===== config.mk =====
export PLATFORM = sky130hd
export DESIGN_NAME = ptw_walker
export DESIGN_NICKNAME = d
export VERILOG_FILES = /design/src/rtl/ptw_pkg.sv /design/src/rtl/ptw_reqq.sv /design/src/rtl/ptw_ctrl.sv /design/src/rtl/ptw_dpath.sv /design/src/rtl/ptw_walker.sv
export SDC_FILE = /design/constraint.sdc
export NUM_CORES = 1
export LEC_CHECK = 0
export BUFFER_PORTS_ARGS = -buffer_cell sky130_fd_sc_hd__buf_4
export CAP_MARGIN = 20
export CELL_PAD_IN_SITES_DETAIL_PLACEMENT = 1
export CELL_PAD_IN_SITES_GLOBAL_PLACEMENT = 2
export CORE_MARGIN = 3
export CORE_UTILIZATION = 40
export CTS_CLUSTER_SIZE = 30
export DETAILED_ROUTE_END_ITERATION = 8
export HOLD_SLACK_MARGIN = 0.06
export PLACE_DENSITY = 0.84
export SLEW_MARGIN = 20
export SYNTH_ARGS = -nofsm -noshare
export SYNTH_HDL_FRONTEND = slang
export SYNTH_SLANG_ARGS = --single-unit

===== constraint.sdc =====
create_clock -name clk -period 5.4 [get_ports clk]
set_input_delay 1.08 -clock clk [delete_from_list [all_inputs] [get_ports clk]]
set_output_delay 1.08 -clock clk [all_outputs]
set_load 0.005 [all_outputs]

===== src/rtl/ptw_pkg.sv =====
package ptw_pkg;
  localparam int VA_W   = 32;
  localparam int DESC_W = 32;
  localparam int ATTR_W = 11;

  typedef enum logic [2:0] {
    FLT_NONE      = 3'd0,
    FLT_L1_XLATE  = 3'd1,
    FLT_L2_XLATE  = 3'd2,
    FLT_L1_ACCESS = 3'd3,
    FLT_L2_ACCESS = 3'd4
  } faultKind_e;

  typedef enum logic [2:0] {
    ST_IDLE, ST_RD1, ST_WAIT1, ST_EVAL1, ST_RD2, ST_WAIT2, ST_EVAL2
  } walkState_e;

  typedef struct packed {
    logic load;
    logic takeL1;
    logic takeL2;
    logic atL2;
    logic emit;
  } walkStrobe_t;

  // Attribute word from the 5-bit tex/C/B code and the shareable bit.
  function automatic logic [ATTR_W-1:0] packAttr(input logic [4:0] texcb, input logic shr);
    logic sh;
    logic [2:0] inr;
    logic [1:0] outr;
    sh = 1'b1; inr = 3'd1; outr = 2'd0;
    if (texcb[4]) begin
      sh = shr; inr = {1'b0, texcb[1:0]}; outr = texcb[3:2];
    end else begin
      case (texcb[3:0])
        4'd1: begin sh = 1'b1; inr = 3'd3; outr = 2'd0; end
        4'd2: begin sh = shr;  inr = 3'd6; outr = 2'd2; end
        4'd3: begin sh = shr;  inr = 3'd7; outr = 2'd3; end
        4'd4: begin sh = shr;  inr = 3'd0; outr = 2'd0; end
        4'd7: begin sh = shr;  inr = 3'd5; outr = 2'd1; end
        4'd8: begin sh = 1'b0; inr = 3'd3; outr = 2'd0; end
        default: begin sh = 1'b1; inr = 3'd1; outr = 2'd0; end
      endcase
    end
    return {1'b1, 2'b00, sh, inr, outr, 2'b00};
  endfunction
endpackage


===== src/rtl/ptw_reqq.sv =====
module ptw_reqq #(
  parameter int WIDTH = 42,
  parameter int DEPTH = 4
) (
  input  logic             clk,
  input  logic             rstN,
  input  logic             push,
  input  logic [WIDTH-1:0] pushData,
  input  logic             pop,
  output logic [WIDTH-1:0] headData,
  output logic             notEmpty,
  output logic             full
);
  localparam int PTR_W = (DEPTH > 1) ? $clog2(DEPTH) : 1;
  localparam int CNT_W = $clog2(DEPTH + 1);
  localparam logic [PTR_W-1:0] LAST = PTR_W'(DEPTH - 1);
  localparam logic [CNT_W-1:0] FULLCNT = CNT_W'(DEPTH);

  logic [WIDTH-1:0] slots [DEPTH];
  logic [PTR_W-1:0] wrPtr, rdPtr;
  logic [CNT_W-1:0] count;

  assign notEmpty = (count != '0);
  assign full     = (count == FULLCNT);
  assign headData = slots[rdPtr];

  always_ff @(posedge clk or negedge rstN) begin
    if (!rstN) begin
      wrPtr <= '0;
      rdPtr <= '0;
      count <= '0;
    end else begin
      if (push) begin
        slots[wrPtr] <= pushData;
        wrPtr <= (wrPtr == LAST) ? '0 : wrPtr + 1'b1;
      end
      if (pop) rdPtr <= (rdPtr == LAST) ? '0 : rdPtr + 1'b1;
      if (push && !pop) count <= count + 1'b1;
      else if (pop && !push) count <= count - 1'b1;
    end
  end

  // the queue never takes an entry it has no room for
  p_no_overflow_r8: assert property (@(posedge clk) disable iff (!rstN)
    (push && !pop) |-> (count < FULLCNT));
  p_no_underflow_r8: assert property (@(posedge clk) disable iff (!rstN)
    pop |-> (count != '0));
endmodule


===== src/rtl/ptw_ctrl.sv =====
module ptw_ctrl
  import ptw_pkg::*;
(
  input  logic        clk,
  input  logic        rstN,
  input  logic        qNotEmpty,
  input  logic        mmuOn,
  input  logic        memReqReady,
  input  logic        memRspValid,
  input  logic        l1IsTable,
  output logic        pop,
  output logic        memReqValid,
  output walkStrobe_t strb
);
  walkState_e state, stateNxt;

  always_comb begin
    strb        = '0;
    strb.load   = (state == ST_IDLE) && qNotEmpty && mmuOn;
    strb.takeL1 = (state == ST_WAIT1) && memRspValid;
    strb.takeL2 = (state == ST_WAIT2) && memRspValid;
    strb.atL2   = (state == ST_RD2) || (state == ST_WAIT2) || (state == ST_EVAL2);
    strb.emit   = ((state == ST_EVAL1) && !l1IsTable) || (state == ST_EVAL2);
    pop         = strb.load;
    memReqValid = (state == ST_RD1) || (state == ST_RD2);
  end

  always_comb begin
    stateNxt = state;
    case (state)
      ST_IDLE:  if (strb.load) stateNxt = ST_RD1;
      ST_RD1:   if (memReqReady) stateNxt = ST_WAIT1;
      ST_WAIT1: if (memRspValid) stateNxt = ST_EVAL1;
      ST_EVAL1: stateNxt = l1IsTable ? ST_RD2 : ST_IDLE;
      ST_RD2:   if (memReqReady) stateNxt = ST_WAIT2;
      ST_WAIT2: if (memRspValid) stateNxt = ST_EVAL2;
      ST_EVAL2: stateNxt = ST_IDLE;
      default:  stateNxt = ST_IDLE;
    endcase
  end

  always_ff @(posedge clk or negedge rstN) begin
    if (!rstN) state <= ST_IDLE;
    else       state <= stateNxt;
  end

  // an idle walker stays idle while translation is disabled
  p_mmu_hold_r11: assert property (@(posedge clk) disable iff (!rstN)
    (state == ST_IDLE && !mmuOn) |=> (state == ST_IDLE));
  // a new walk is only taken from the idle state
  p_one_walk_r8: assert property (@(posedge clk) disable iff (!rstN)
    pop |=> (state == ST_RD1));
endmodule


===== src/rtl/ptw_dpath.sv =====
module ptw_dpath
  import ptw_pkg::*;
#(
  parameter int ASID_W = 8
) (
  input  logic                 clk,
  input  logic                 rstN,
  input  walkStrobe_t          strb,
  input  logic [VA_W-1:0]      ldVa,
  input  logic                 ldFetch,
  input  logic                 ldWrite,
  input  logic [ASID_W-1:0]    ldAsid,
  input  logic [VA_W-1:0]      cfgBase0,
  input  logic [VA_W-1:0]      cfgBase1,
  input  logic [2:0]           cfgSplit,
  input  logic                 cfgCacheOn,
  input  logic                 cfgAfEn,
  input  logic [DESC_W-1:0]    rspData,
  output logic                 l1IsTable,
  output logic [VA_W-1:0]      memAddr,
  output logic                 memUncached,
  output logic                 fillValid,
  output logic [19:0]          fillVpn,
  output logic [19:0]          fillPfn,
  output logic [4:0]           fillShift,
  output logic [2:0]           fillAp,
  output logic [3:0]           fillDomain,
  output logic                 fillGlobal,
  output logic                 fillXn,
  output logic [ASID_W-1:0]    fillAsid,
  output logic [ATTR_W-1:0]    fillAttr,
  output logic                 faultValid,
  output logic [2:0]           faultCode,
  output logic                 faultFetch,
  output logic                 faultWrite
);
  logic [VA_W-1:0]   va;
  logic              isFetch, isWrite;
  logic [ASID_W-1:0] asid;
  logic [DESC_W-1:0] d1, d2;

  always_ff @(posedge clk or negedge rstN) begin
    if (!rstN) begin
      va <= '0; isFetch <= 1'b0; isWrite <= 1'b0; asid <= '0;
      d1 <= '0; d2 <= '0;
    end else begin
      if (strb.load) begin
        va <= ldVa; isFetch <= ldFetch; isWrite <= ldWrite; asid <= ldAsid;
      end
      if (strb.takeL1) d1 <= rspData;
      if (strb.takeL2) d2 <= rspData;
    end
  end

  // Table base selection and descriptor addresses
  logic            useBase1;
  logic [2:0]      effSplit;
  logic [VA_W-1:0] baseSel, keepMask, l1Index, l1Addr, l2Addr;

  always_comb begin
    useBase1 = (cfgSplit != 3'd0) && ((va >> (6'd32 - {3'b000, cfgSplit})) != '0);
    effSplit = useBase1 ? 3'd0 : cfgSplit;
    baseSel  = useBase1 ? cfgBase1 : cfgBase0;
    keepMask = ~(32'h0000_3FFF >> effSplit);
    l1Index  = {20'd0, va[31:20]} & (32'h0000_0FFF >> effSplit);
    l1Addr   = (baseSel & keepMask) | (l1Index << 2);
    l2Addr   = {d1[31:10], va[19:12], 2'b00};
  end

  assign memAddr     = strb.atL2 ? l2Addr : l1Addr;
  assign memUncached = !strb.atL2 && !cfgCacheOn;
  assign l1IsTable   = (d1[1:0] == 2'b01);

  // Descriptor decode into a result
  logic        resFault;
  faultKind_e  resCode;
  logic [4:0]  resShift;
  logic [19:0] resPfn;
  logic [2:0]  resAp;
  logic [3:0]  resDom;
  logic        resGlobal, resXn, resShr;
  logic [4:0]  resTexcb;
  logic [VA_W-1:0] vpnFull;

  always_comb begin
    resFault = 1'b0; resCode = FLT_NONE; resShift = 5'd20; resPfn = '0;
    resAp = '0; resDom = d1[8:5]; resGlobal = 1'b0; resXn = 1'b0;
    resShr = 1'b0; resTexcb = '0;
    if (!strb.atL2) begin
      if (d1[1:0] != 2'b10) begin
        resFault = 1'b1; resCode = FLT_L1_XLATE;
      end else if (cfgAfEn && !d1[10]) begin
        resFault = 1'b1; resCode = FLT_L1_ACCESS;
      end else if (d1[18]) begin
        resFault = 1'b1; resCode = FLT_L1_XLATE;
      end else begin
        resShift  = 5'd20;
        resPfn    = {8'd0, d1[31:20]};
        resAp     = {d1[15], d1[11:10]};
        resXn     = d1[4];
        resGlobal = !d1[17];
        resShr    = d1[16];
        resTexcb  = {d1[14:12], d1[3:2]};
      end
    end else begin
      if (d2[1:0] == 2'b00) begin
        resFault = 1'b1; resCode = FLT_L2_XLATE;
      end else if (cfgAfEn && !d2[4]) begin
        resFault = 1'b1; resCode = FLT_L2_ACCESS;
      end else begin
        resAp     = {d2[9], d2[5:4]};
        resGlobal = !d2[11];
        resShr    = d2[10];
        if (d2[1]) begin
          resShift = 5'd12;
          resPfn   = d2[31:12];
          resXn    = d2[0];
          resTexcb = {d2[8:6], d2[3:2]};
        end else begin
          resShift = 5'd16;
          resPfn   = {4'd0, d2[31:16]};
          resXn    = d2[15];
          resTexcb = {d2[14:12], d2[3:2]};
        end
      end
    end
    vpnFull = va >> resShift;
  end

  always_ff @(posedge clk or negedge rstN) begin
    if (!rstN) begin
      fillValid <= 1'b0; faultValid <= 1'b0;
      fillVpn <= '0; fillPfn <= '0; fillShift <= '0; fillAp <= '0;
      fillDomain <= '0; fillGlobal <= 1'b0; fillXn <= 1'b0; fillAsid <= '0;
      fillAttr <= '0; faultCode <= '0; faultFetch <= 1'b0; faultWrite <= 1'b0;
    end else begin
      fillValid  <= strb.emit && !resFault;
      faultValid <= strb.emit && resFault;
      if (strb.emit) begin
        fillVpn    <= vpnFull[19:0];
        fillPfn    <= resPfn;
        fillShift  <= resShift;
        fillAp     <= resAp;
        fillDomain <= resDom;
        fillGlobal <= resGlobal;
        fillXn     <= resXn;
        fillAsid   <= asid;
        fillAttr   <= packAttr(resTexcb, resShr);
        faultCode  <= resCode;
        faultFetch <= isFetch;
        faultWrite <= isWrite;
      end
    end
  end

  // one outcome per walk, as a single-cycle pulse
  p_one_outcome_r12: assert property (@(posedge clk) disable iff (!rstN)
    !(fillValid && faultValid));
  p_fill_pulse_r12: assert property (@(posedge clk) disable iff (!rstN)
    (fillValid || faultValid) |=> !(fillValid || faultValid));
  // only the three page sizes are ever produced
  p_page_size_r5: assert property (@(posedge clk) disable iff (!rstN)
    fillValid |-> (fillShift == 5'd12 || fillShift == 5'd16 || fillShift == 5'd20));
  // reserved attribute bits stay clear, not-outer-shareable is set
  p_attr_shape_r9: assert property (@(posedge clk) disable iff (!rstN)
    fillValid |-> (fillAttr[10] && fillAttr[9:8] == 2'b00 && fillAttr[1:0] == 2'b00));
endmodule


===== src/rtl/ptw_walker.sv =====
module ptw_walker
  import ptw_pkg::*;
#(
  parameter int QUEUE_DEPTH = 4,
  parameter int ASID_W      = 8
) (
  input  logic               clk,
  input  logic               rstN,
  input  logic               reqValid,
  output logic               reqReady,
  input  logic [31:0]        reqVa,
  input  logic               reqFetch,
  input  logic               reqWrite,
  input  logic [ASID_W-1:0]  reqAsid,
  input  logic [31:0]        cfgBase0,
  input  logic [31:0]        cfgBase1,
  input  logic [2:0]         cfgSplit,
  input  logic               cfgMmuOn,
  input  logic               cfgCacheOn,
  input  logic               cfgAfEn,
  output logic               memReqValid,
  input  logic               memReqReady,
  output logic [31:0]        memReqAddr,
  output logic               memReqUncached,
  input  logic               memRspValid,
  input  logic [31:0]        memRspData,
  output logic               fillValid,
  output logic [19:0]        fillVpn,
  output logic [19:0]        fillPfn,
  output logic [4:0]         fillShift,
  output logic [2:0]         fillAp,
  output logic [3:0]         fillDomain,
  output logic               fillGlobal,
  output logic               fillXn,
  output logic [ASID_W-1:0]  fillAsid,
  output logic [10:0]        fillAttr,
  output logic               faultValid,
  output logic [2:0]         faultCode,
  output logic               faultFetch,
  output logic               faultWrite
);
  localparam int ENTRY_W = VA_W + 2 + ASID_W;

  logic               qFull, qNotEmpty, qPop, qPush, l1IsTable;
  logic [ENTRY_W-1:0] qHead;
  walkStrobe_t        strb;

  assign reqReady = !qFull;
  assign qPush    = reqValid && reqReady;

  ptw_reqq #(.WIDTH(ENTRY_W), .DEPTH(QUEUE_DEPTH)) u_reqq (
    .clk(clk), .rstN(rstN), .push(qPush),
    .pushData({reqVa, reqFetch, reqWrite, reqAsid}),
    .pop(qPop), .headData(qHead), .notEmpty(qNotEmpty), .full(qFull));

  ptw_ctrl u_ctrl (
    .clk(clk), .rstN(rstN), .qNotEmpty(qNotEmpty), .mmuOn(cfgMmuOn),
    .memReqReady(memReqReady), .memRspValid(memRspValid),
    .l1IsTable(l1IsTable), .pop(qPop), .memReqValid(memReqValid), .strb(strb));

  ptw_dpath #(.ASID_W(ASID_W)) u_dpath (
    .clk(clk), .rstN(rstN), .strb(strb),
    .ldVa(qHead[ENTRY_W-1 -: VA_W]), .ldFetch(qHead[ASID_W+1]),
    .ldWrite(qHead[ASID_W]), .ldAsid(qHead[ASID_W-1:0]),
    .cfgBase0(cfgBase0), .cfgBase1(cfgBase1), .cfgSplit(cfgSplit),
    .cfgCacheOn(cfgCacheOn), .cfgAfEn(cfgAfEn), .rspData(memRspData),
    .l1IsTable(l1IsTable), .memAddr(memReqAddr), .memUncached(memReqUncached),
    .fillValid(fillValid), .fillVpn(fillVpn), .fillPfn(fillPfn),
    .fillShift(fillShift), .fillAp(fillAp), .fillDomain(fillDomain),
    .fillGlobal(fillGlobal), .fillXn(fillXn), .fillAsid(fillAsid),
    .fillAttr(fillAttr), .faultValid(faultValid), .faultCode(faultCode),
    .faultFetch(faultFetch), .faultWrite(faultWrite));

  // a pending descriptor read keeps its address until accepted
  p_req_stable_r7: assert property (@(posedge clk) disable iff (!rstN)
    (memReqValid && !memReqReady) |=> (memReqValid && $stable(memReqAddr)));
endmodule


# Word-level counts from Yosys, hierarchy flattened
# Memories as Yosys holds them, arrays and structs flattened. A register that Yosys moved wholly into a read port is not among the register bits.
# Cells that the tools add are included.
[word_totals]
in_bits = 149
n_memories = 1
output_inout_bits = 115
ramBits = 168
wordCells = 173
ff_bits = 150
[mem_list]
columns = ["name", "words", "width", "rd", "rd_ports_with_merged_regs", "write_ports", "line", "source"]
rows = [
  ["u_reqq.slots", 4, 42, 1, 1, 1, "ptw_reqq.sv:19", "logic [WIDTH-1:0] slots [DEPTH];"],
]
[op_classes]
n_addsub = 5
n_bitwise = 4
eq_ne = 22
mux = 77
n_reduce_logical = 40
n_shift = 4
[op_table]
columns = ["cell", "n"]
rows = [
  ["$mux W20", 6],
  ["$mux W32", 2],
  ["$mux W3", 21],
  ["$mux W5", 11],
  ["$and A32 B32 Y32", 1],
  ["$not A32 Y32", 1],
  ["$or A32 B32 Y32", 1],
  ["$reduce_bool A32 Y1", 1],
  ["$shr A14 B3 Y32 const A", 1],
  ["$shr A32 B5 Y20", 1],
  ["$shr A32 B6 Y32", 1],
  ["$and A12 B30 Y30", 1],
  ["$shr A12 B3 Y30 const A", 1],
  ["$mux W1", 29],
  ["$pmux W3 S6", 1],
  ["$logic_and A1 B1 Y1", 15],
  ["$pmux W3 S5", 1],
  ["$eq A3 B3 Y1 const B", 4],
  ["$logic_not A1 Y1", 12],
  ["$mux W12", 1],
  ["$ne A2 B2 Y1 const B", 6],
  ["$eq A4 B2 Y1 const B", 2],
  ["$eq A4 B3 Y1 const B", 2],
  ["$eq A3 B2 Y1 const B", 2],
  ["20 further kinds", 28],
]

# Longest topological paths before layout
# Gate-level depths: netlist (run 1).
[depth]
depth_word = 10
ltp_mapped = 10
depth_no_buf = 9

# By module
# Synthesis (run 1) repeated with hierarchy kept, for this count alone.
[hier_totals]
cells_unflattened = 944
hier_area_um2 = 14502.7
[modules_own_cells]
columns = ["mod", "seq_area_each_um2", "area_each_um2", "cells_per_inst", "n_inst"]
rows = [
  ["ptw_dpath", 4179.0, 7713.6, 656, 1],
  ["ptw_reqq", 5220.0, 6532.5, 257, 1],
  ["ptw_ctrl", 75.1, 246.5, 29, 1],
  ["ptw_walker", 0.0, 10.0, 2, 1],
]

# Least setup slack after synthesis (run 1)
# No wires, ideal clock.
[synth_timing]
kind = "input port to output port"
from = "input cfgSplit[0]"
to = "output memReqAddr[21]"
required_ns = 4.320
arrival_ns = 2.830
slack_ns = 1.490
cell_stages = 10
n_path_buf = 2
path_cell_list = "inv_1 > ha_1 > ha_1 > xnor2_1 > a211oi_1 > o21ai_0 > buf_4 > buf_4 > mux2i_1 > a21oi_1"
[synth_between]
elab_chain_cells = 10
elab_cells_between_ends = 14
cone_classes = "add/sub (1); shift (3); mux (3); bitwise (4); reduce/logical (3)"
[synth_rtl]
columns = ["item", "line", "source"]
rows = [
  ["start, declared", "ptw_walker.sv:17", "input logic [2:0] cfgSplit,"],
  ["$sub A6 B3 Y6", "ptw_dpath.sv:61", "useBase1 = (cfgSplit != 3'd0) && ((va >> (6'd32 - {3'b000, cfgSplit})) != '0);"],
  ["$shr A32 B6 Y32", "ptw_dpath.sv:61", ""],
  ["$reduce_bool A32 Y1", "ptw_dpath.sv:61", ""],
  ["$logic_and A1 B1 Y1", "ptw_dpath.sv:61", ""],
  ["$mux W3", "ptw_dpath.sv:62", "effSplit = useBase1 ? 3'd0 : cfgSplit;"],
  ["$shr A14 B3 Y32", "ptw_dpath.sv:64", "keepMask = ~(32'h0000_3FFF >> effSplit);"],
  ["$not A32 Y32", "ptw_dpath.sv:64", ""],
  ["$and A32 B32 Y32", "ptw_dpath.sv:66", "l1Addr = (baseSel & keepMask) | (l1Index << 2);"],
  ["$or A32 B32 Y32 *", "ptw_dpath.sv:66", ""],
  ["$mux W32 *", "ptw_dpath.sv:70", "assign memAddr = strb.atL2 ? l2Addr : l1Addr;"],
  ["end, declared", "ptw_walker.sv:23", "output logic [31:0] memReqAddr,"],
]
# Every way passes the cells marked *; elsewhere a longest branch is shown, timed or not.

# Final worst setup path (run 1)
[layout_timing]
from = "input cfgSplit[0]"
to = "output memReqAddr[9]"
# Same word-level chain as after synthesis.

==> results of run 1 <==
worst paths after layout:
kind	cells past startpoint	to	startpoint
hold reg to reg	2	u_dpath.fillDomain[0]$_DFFE_PN0P_	u_dpath.d1[5]$_DFFE_PN0P_
min in group asynchronous	1	u_dpath.fillAsid[0]$_DFFE_PN0P_	rstN
max in group asynchronous	2	u_dpath.faultValid$_DFF_PN0_	rstN
setup / recovery	10	memReqAddr[9]	cfgSplit[0]
setup reg to reg	7	u_dpath.fillVpn[9]$_DFFE_PN0P_	u_ctrl.state[1]$_DFFE_PN0P_
hold / removal	2	u_dpath.fillDomain[0]$_DFFE_PN0P_	u_dpath.d1[5]$_DFFE_PN0P_
critical path, delay by kind of cell:
kind,cells,cell delay (ps)
compound gates,3,1070
xor+xnor,1,170
fa+ha+maj,2,490
buf+inv,3,390
mux,1,160
placed cells by master, fill, tap and decap left out, drive strengths merged, types with 7 or more instances in the layout:
| cell | Yosys | routed |
|---|---|---|
| a21o | 14 | 14 |
| a21oi | 50 | 50 |
| a22o | 7 | 7 |
| a22oi | 7 | 7 |
| a31oi | 7 | 7 |
| buf | 26 | 236 |
| clkbuf | 40 | 44 |
| clkinv | 0 | 14 |
| conb | 1 | 8 |
| dfrtp | 177 | 177 |
| edfxtp | 120 | 120 |
| ha | 8 | 8 |
| inv | 10 | 11 |
| mux2 | 99 | 99 |
| mux2i | 49 | 49 |
| mux4 | 30 | 30 |
| nand2 | 100 | 100 |
| nor2 | 63 | 63 |
| o21ai | 44 | 44 |
| o31ai | 11 | 11 |
metrics by stage:
step / setup WS [ps] / cell area [um2]
3_3_place_gp: 1085 / 14830
4_1_cts: 977.5 / 16060
2_1_floorplan: 1490 / 12820
5_1_grt: 869.9 / 16060
3_5_place_dp: 976.2 / 14840
6_report: 957.8 / 16060
sequential cells by signal (all words and copies together), names as in the netlist, 2 cells and up:
name	flops
u_reqq.slots	120
u_dpath.d2	32
u_dpath.d1	31
u_dpath.fillPfn	20
u_dpath.fillVpn	20
u_dpath.va	20
u_dpath.asid	8
u_dpath.fillAsid	8
u_dpath.fillAttr	7
u_dpath.fillDomain	4
u_ctrl.state	3
u_dpath.faultCode	3
u_dpath.fillAp	3
u_dpath.fillShift	3
u_reqq.count	3
u_reqq.rdPtr	2
u_reqq.wrPtr	2
logic make-up (layout without fill, tap and decap cells):
family | after synthesis | after routing
buffers and inverters | 76 | 311
adders and majority gates | 9 | 9
xor gates and xnor gates | 6 | 6
and+or+nand+nor | 203 | 203
AOI/OAI and AO/OA | 166 | 166
muxes | 178 | 178
DFF | 297 | 297
other | 1 | 8
area by class of cell:
cell class              count  area, um2
fillers                  3145      15010
flip-flops and latches    297       8035
multi-input cells         570       4479
repair buffers            237       1805
clock buffers              43      965.9
well taps                 396      495.5
clock inverters            21      245.2
inverters                  10      37.54
metal layers:
metal | share of wire [%] | vias to the layer above | wire (um) | global-route usage [%]
met5 | 0.037 | - | 13 | 0
met4 | 1.5 | 2 | 517 | 3.842
met3 | 5.8 | 40 | 2016 | 3.692
met2 | 50 | 234 | 17400 | 35.23
met1 | 43 | 4287 | 14850 | 26.80
li1 | - | 3848 | - | -
power by group through the flow:
stage	logic, mW	registers [mW]	clock network, mW
after floorplan	1.92	3.45	0
after global placement	2.99	3.68	0
after detailed placement	3.09	3.72	0
after CTS	3.11	3.69	2.49
after global routing	3.36	3.78	2.59
final	3.05	3.68	2.43
==> run metrics, run 1 <==
FFs w/ async S/R, synth between 50% and 60%; CP Launch Type input pin; max_slew headroom 35.58%; sw frac 33.26%; kind of critical path input pin to primary output; outcome finished, final reports clean; CP max FO 5; Starting Density between 40% and 50%; cts repair resizes 0; setup repair after global routing missed its margin false; Root Driver clkbuf_16; Fmax 0.2251 GHz; Post-synth top flop dfrtp_1; Post-CTS Setup Repair Bufs 0; number of synthesized register bits 297; half-perimeter wire length after placement 23320 um; number of diodes 0; Post-Synth XOR/XNOR Area 0.4108%; power density over cell area between 500 and 600 nW/um2; post-synthesis sequential area ratio 62.79%; Simple-Gate Fraction of Synth Area 7.100%; Final Hold Vio Count 0; worst-margin pin slew 965.2 ps; maximum VDD drop around 0.36 mV; antenna-violating nets left 0; CP peak stage delay 680 ps; I/O Pins 264; Final Setup Violations 0; CP max stage cell a2111oi_0; DRC Markers 0; clk buf depth 3; mux cell area share after synthesis 17.83%; Final Non-Filler Cells 1574; Synth Area in Adders 0.9389%; Total Routing Usage GR 20.20%; min-delay worst type flop to flop; CP cell instances buf_4 -> inv_1 -> ha_1 -> ha_1 -> xnor2_1 -> a211oi_1 -> a2111oi_0 -> mux2i_1 -> a21oi_1 -> buf_4; layout cell share with drive strength beyond 1 37.78%; first-pass GRT wire length 53370 um; 1st-pass router iterations 4; DR WL/cell 22.11 um; max-cap viol count 0; top post-synthesis cells by area dfrtp_1, edfxtp_1, mux2_2; final period utilization 82.26%; NetSw 3.048 mW; Crit. End Element primary output; Post-Route WL 34810 um; Area Growth Syn to Fin 25.57%; top-count cell post-synth dfrtp_1; Cell Int Power a little over 6 mW; largest area contributor in the netlist dfrtp_1; Tot Pwr 9.163 mW; clock latency at the later pin of the worst-skew pair ~520 ps; Vias about 8400; Leak around 6.9 nW; Clock Sinks approximately 300; Tmin final between 4000 and 5000 ps; Synth top area share 34.62%; chip height 184.8 um; Synth Cell Area 12790 um2; gpl congestion 0.7499; Die ar. roughly 34000 um2; number of H-tree levels 2; Die W between 150 and 200 um; fin. max-slew vios 0; final clock skew approximately 9.4 ps; Logic pwr share about a third; clock share of power 26.5%; Worst-path clk slew 60 ps; CTS Buf Count 35; Fin Hold WS around 480 ps; Reg power frac about two fifths; worst path arrival time ~3400 ps; Post-synth top cells dfrtp_1, edfxtp_1, nand2_1; Cells after DPL about 1500; worst reg2reg setup slack 2460 ps; final net count 1309; IO buf count 222; Mapped Avg Cell Area 13.67 um2; WP data required 4320 ps; Post-synth EDFFs 120; total gr overflow 0; core area 31070 um2; setup TNS 0 ps; largest net degree at the start of global routing 139; initial antenna violation count 1; vias in the first global route 9068; drt initial violations approximately 440; Compound-Gate Fraction of Synth Area 8.254%; largest family of logic cells by synthesized area multiplexers; CTS tree yes; FP Rows 64; synth warn 0; post-layout util between 50% and 60%; Syn Inst Count 936; vias per cell approximately 5.3; CTS Hold Bufs 0; distinct cell type count after synthesis 62
Note: power is estimated with default switching activity, not from simulation.
==> inputs of run 2 (changes only) <==
--- a/config.mk
+++ b/config.mk
@@ -10,11 +10,11 @@
 export CELL_PAD_IN_SITES_DETAIL_PLACEMENT = 1
 export CELL_PAD_IN_SITES_GLOBAL_PLACEMENT = 2
 export CORE_MARGIN = 3
-export CORE_UTILIZATION = 40
+export CORE_UTILIZATION = 37
 export CTS_CLUSTER_SIZE = 30
 export DETAILED_ROUTE_END_ITERATION = 8
 export HOLD_SLACK_MARGIN = 0.06
-export PLACE_DENSITY = 0.84
+export PLACE_DENSITY = 0.78
 export SLEW_MARGIN = 20
 export SYNTH_ARGS = -nofsm -noshare
 export SYNTH_HDL_FRONTEND = slang
==> constraint.sdc (replaced) <==
create_clock -name clk -period 4.4 [get_ports clk]
set_input_delay 0.88 -clock clk [delete_from_list [all_inputs] [get_ports clk]]
set_output_delay 0.88 -clock clk [all_outputs]
set_load 0.005 [all_outputs]
==> run 2 against run 1 <==
Net effect:
- via count is 0.90% lower
- final cell count is 3.3% higher
- clock-buffer cell count is 5 higher
- combinational power is 22% higher
- core utilization is 4.3 points lower
- critical path depth stayed put
- clock skew is 6.0 ps higher
- register-to-register slack worse by 920 ps
- critical endpoint is now memReqAddr[8]
- largest cell class unchanged
==> run metrics, run 2 (synthesis gave the netlist of run 1 again) <==
Final Setup Violations 0 (unchanged); Cells after DPL 1565 (+3.6%); number of diodes 0 (unchanged); Total Routing Usage GR 18.38% (-1.8 points); worst path arrival time 3070 ps (-290 ps); Root Driver clkbuf_16; Die W 192.0 um (+3.8%); setup repair after global routing missed its margin false; biggest regs u_reqq.slots (120), u_dpath.d2 (32), u_dpath.d1 (31); WP data required 3520 ps (-800 ps); Worst-path clk slew 60 ps (about the same); Final Non-Filler Cells 1626 (+3.3%); post-layout util 47.35% (-4.3 points); worst reg2reg setup slack 1540 ps (-920 ps); worst-margin pin slew 974.8 ps (+9.612 ps); CTS Buf Count 34 (-2.9%); antenna-violating nets left 0 (unchanged); drt initial violations 386 (-12%); 1st-pass router iterations 4 (unchanged); Tmin final 3950 ps; final period utilization 89.78%; CTS Hold Bufs 0 (unchanged); min-delay worst type input pin to asynchronous set/reset pin; total gr overflow 0 (unchanged); kind of critical path input pin to primary output; Leak 6.800 nW (-0.85%); outcome finished, final reports clean; chip height 192.0 um (+3.8%); fin. max-slew vios 0 (unchanged); largest net degree at the start of global routing 110 (-21%); Vias 8335 (-0.90%); max_slew headroom 35.01% (-0.57 points); CTS tree yes; Most flops, register u_reqq.slots; layout cell share with drive strength beyond 1 36.84% (-0.93 points); FP Rows 67 (+4.7%); clock latency at the later pin of the worst-skew pair 510 ps (about the same); gpl congestion 0.7543 (+0.59%); setup TNS 0 ps (unchanged); core area 33780 um2 (+8.7%); final clock skew 15.43 ps (+6.000 ps); cts repair resizes 0 (unchanged); Clock Sinks 297 (unchanged); Area Growth Syn to Fin 25.05%; I/O Pins 264 (unchanged); Final Hold Vio Count 0 (unchanged); final net count 1311 (+0.15%); IO buf count 222 (unchanged); post-layout instance area 16000 um2 (-0.41%); commonest non-fill, non-tap cell in the layout buf_4; CP max FO 6 (+1); Die ar. 36840 um2 (+7.8%); maximum VDD drop 0.4187 mV (+16%); Crit. End Element primary output; DRC Markers 0 (unchanged); most frequent cells in the layout buf_4, dfrtp_1, edfxtp_1, nand2_1, mux2_2; Starting Density 37.87% (-3.3 points); clk buf depth 3 (unchanged); dpl cell area 14920 um2 (+0.53%); half-perimeter wire length after placement 23810 um (+2.1%); CP Launch Type input pin; Largest register FFs 120 (unchanged); max-cap viol count 0 (unchanged); Post-CTS Setup Repair Bufs 0 (unchanged); Fmax 0.2531 GHz; power density over cell area 683.8 nW/um2 (+20%); first-pass GRT wire length 52360 um (-1.9%); Fillers 3484 (+11%); vias in the first global route 8778 (-3.2%); initial antenna violation count 0 (-1); DR WL/cell 21.05 um (-4.8%); vias per cell 5.126 (-4.1%); Post-Route WL 34230 um (-1.6%); number of H-tree levels 2 (unchanged)
[run 2: cell count changes in the layout (fill, tap and decap cells not counted), moves of 2 or more]
cell	change
clkinv_2	-4
clkbuf_1	+10
clkbuf_8	-5
bufinv_16	-2
buf_4	+4
dfrtp_2	-2
[run 2: metal layers]
layer  GRT usage [%]  wire, um
met4           3.726       383
met5               0         0
met2           30.94     16690
met1           25.06     15280
met3           3.358      1878
[run 2: path summary, 6_finish.rpt]
kind / startpoint / to / cells after the start
worst max-delay path: cfgSplit[0] / memReqAddr[8] / 10
worst min-delay path: rstN / u_dpath.d2[30]$_DFFE_PN0P_ / 1
worst max register to register: u_ctrl.state[0]$_DFFE_PN0P_ / u_dpath.fillGlobal$_DFFE_PN0P_ / 5
worst min register to register: u_dpath.asid[2]$_DFFE_PN0P_ / u_dpath.fillAsid[2]$_DFFE_PN0P_ / 2
max in group asynchronous: rstN / u_dpath.fillAsid[4]$_DFFE_PN0P_ / 2
min in group clk: u_dpath.asid[2]$_DFFE_PN0P_ / u_dpath.fillAsid[2]$_DFFE_PN0P_ / 2
[run 2: critical path, stage by stage]
cell      delay, ps
buf_4           120
inv_1            90
ha_1            210
ha_1            280
xnor2_1         130
a211oi_1        460
or2_2           280
o31ai_1          90
a31oi_1         340
buf_4           180
[run 2: final cells by class]
class | count | area, um2 | area share (%)
flip-flops and latches | 297 | 8036 | 50.23
repair buffers | 240 | 1821 | 11.38
clock buffers | 48 | 934.6 | 5.842
multi-input cells | 570 | 4471 | 27.94
clock inverters | 13 | 137.6 | 0.8603
well taps | 448 | 560.5 | 3.504
inverters | 10 | 37.54 | 0.2346
[run 2: through the flow]
step	power [mW]	worst slack (ps)	hold slack [ps]
6_report	10.94	449.8	397.1
5_1_grt	11.67	351.8	413.2
4_1_cts	11.12	457.0	406.1
3_5_place_dp	8.358	449.3	455.9
3_3_place_gp	8.232	501.7	450.3
2_1_floorplan	6.590	890.2	433.1
[run 2: where the power goes]
group          total, mW  switching, mW  internal (mW)
Sequential          4.52          0.764           3.76
Combinational       3.71           1.77           1.94
Clock               2.71           1.10           1.61
Total               10.9           3.63           7.31
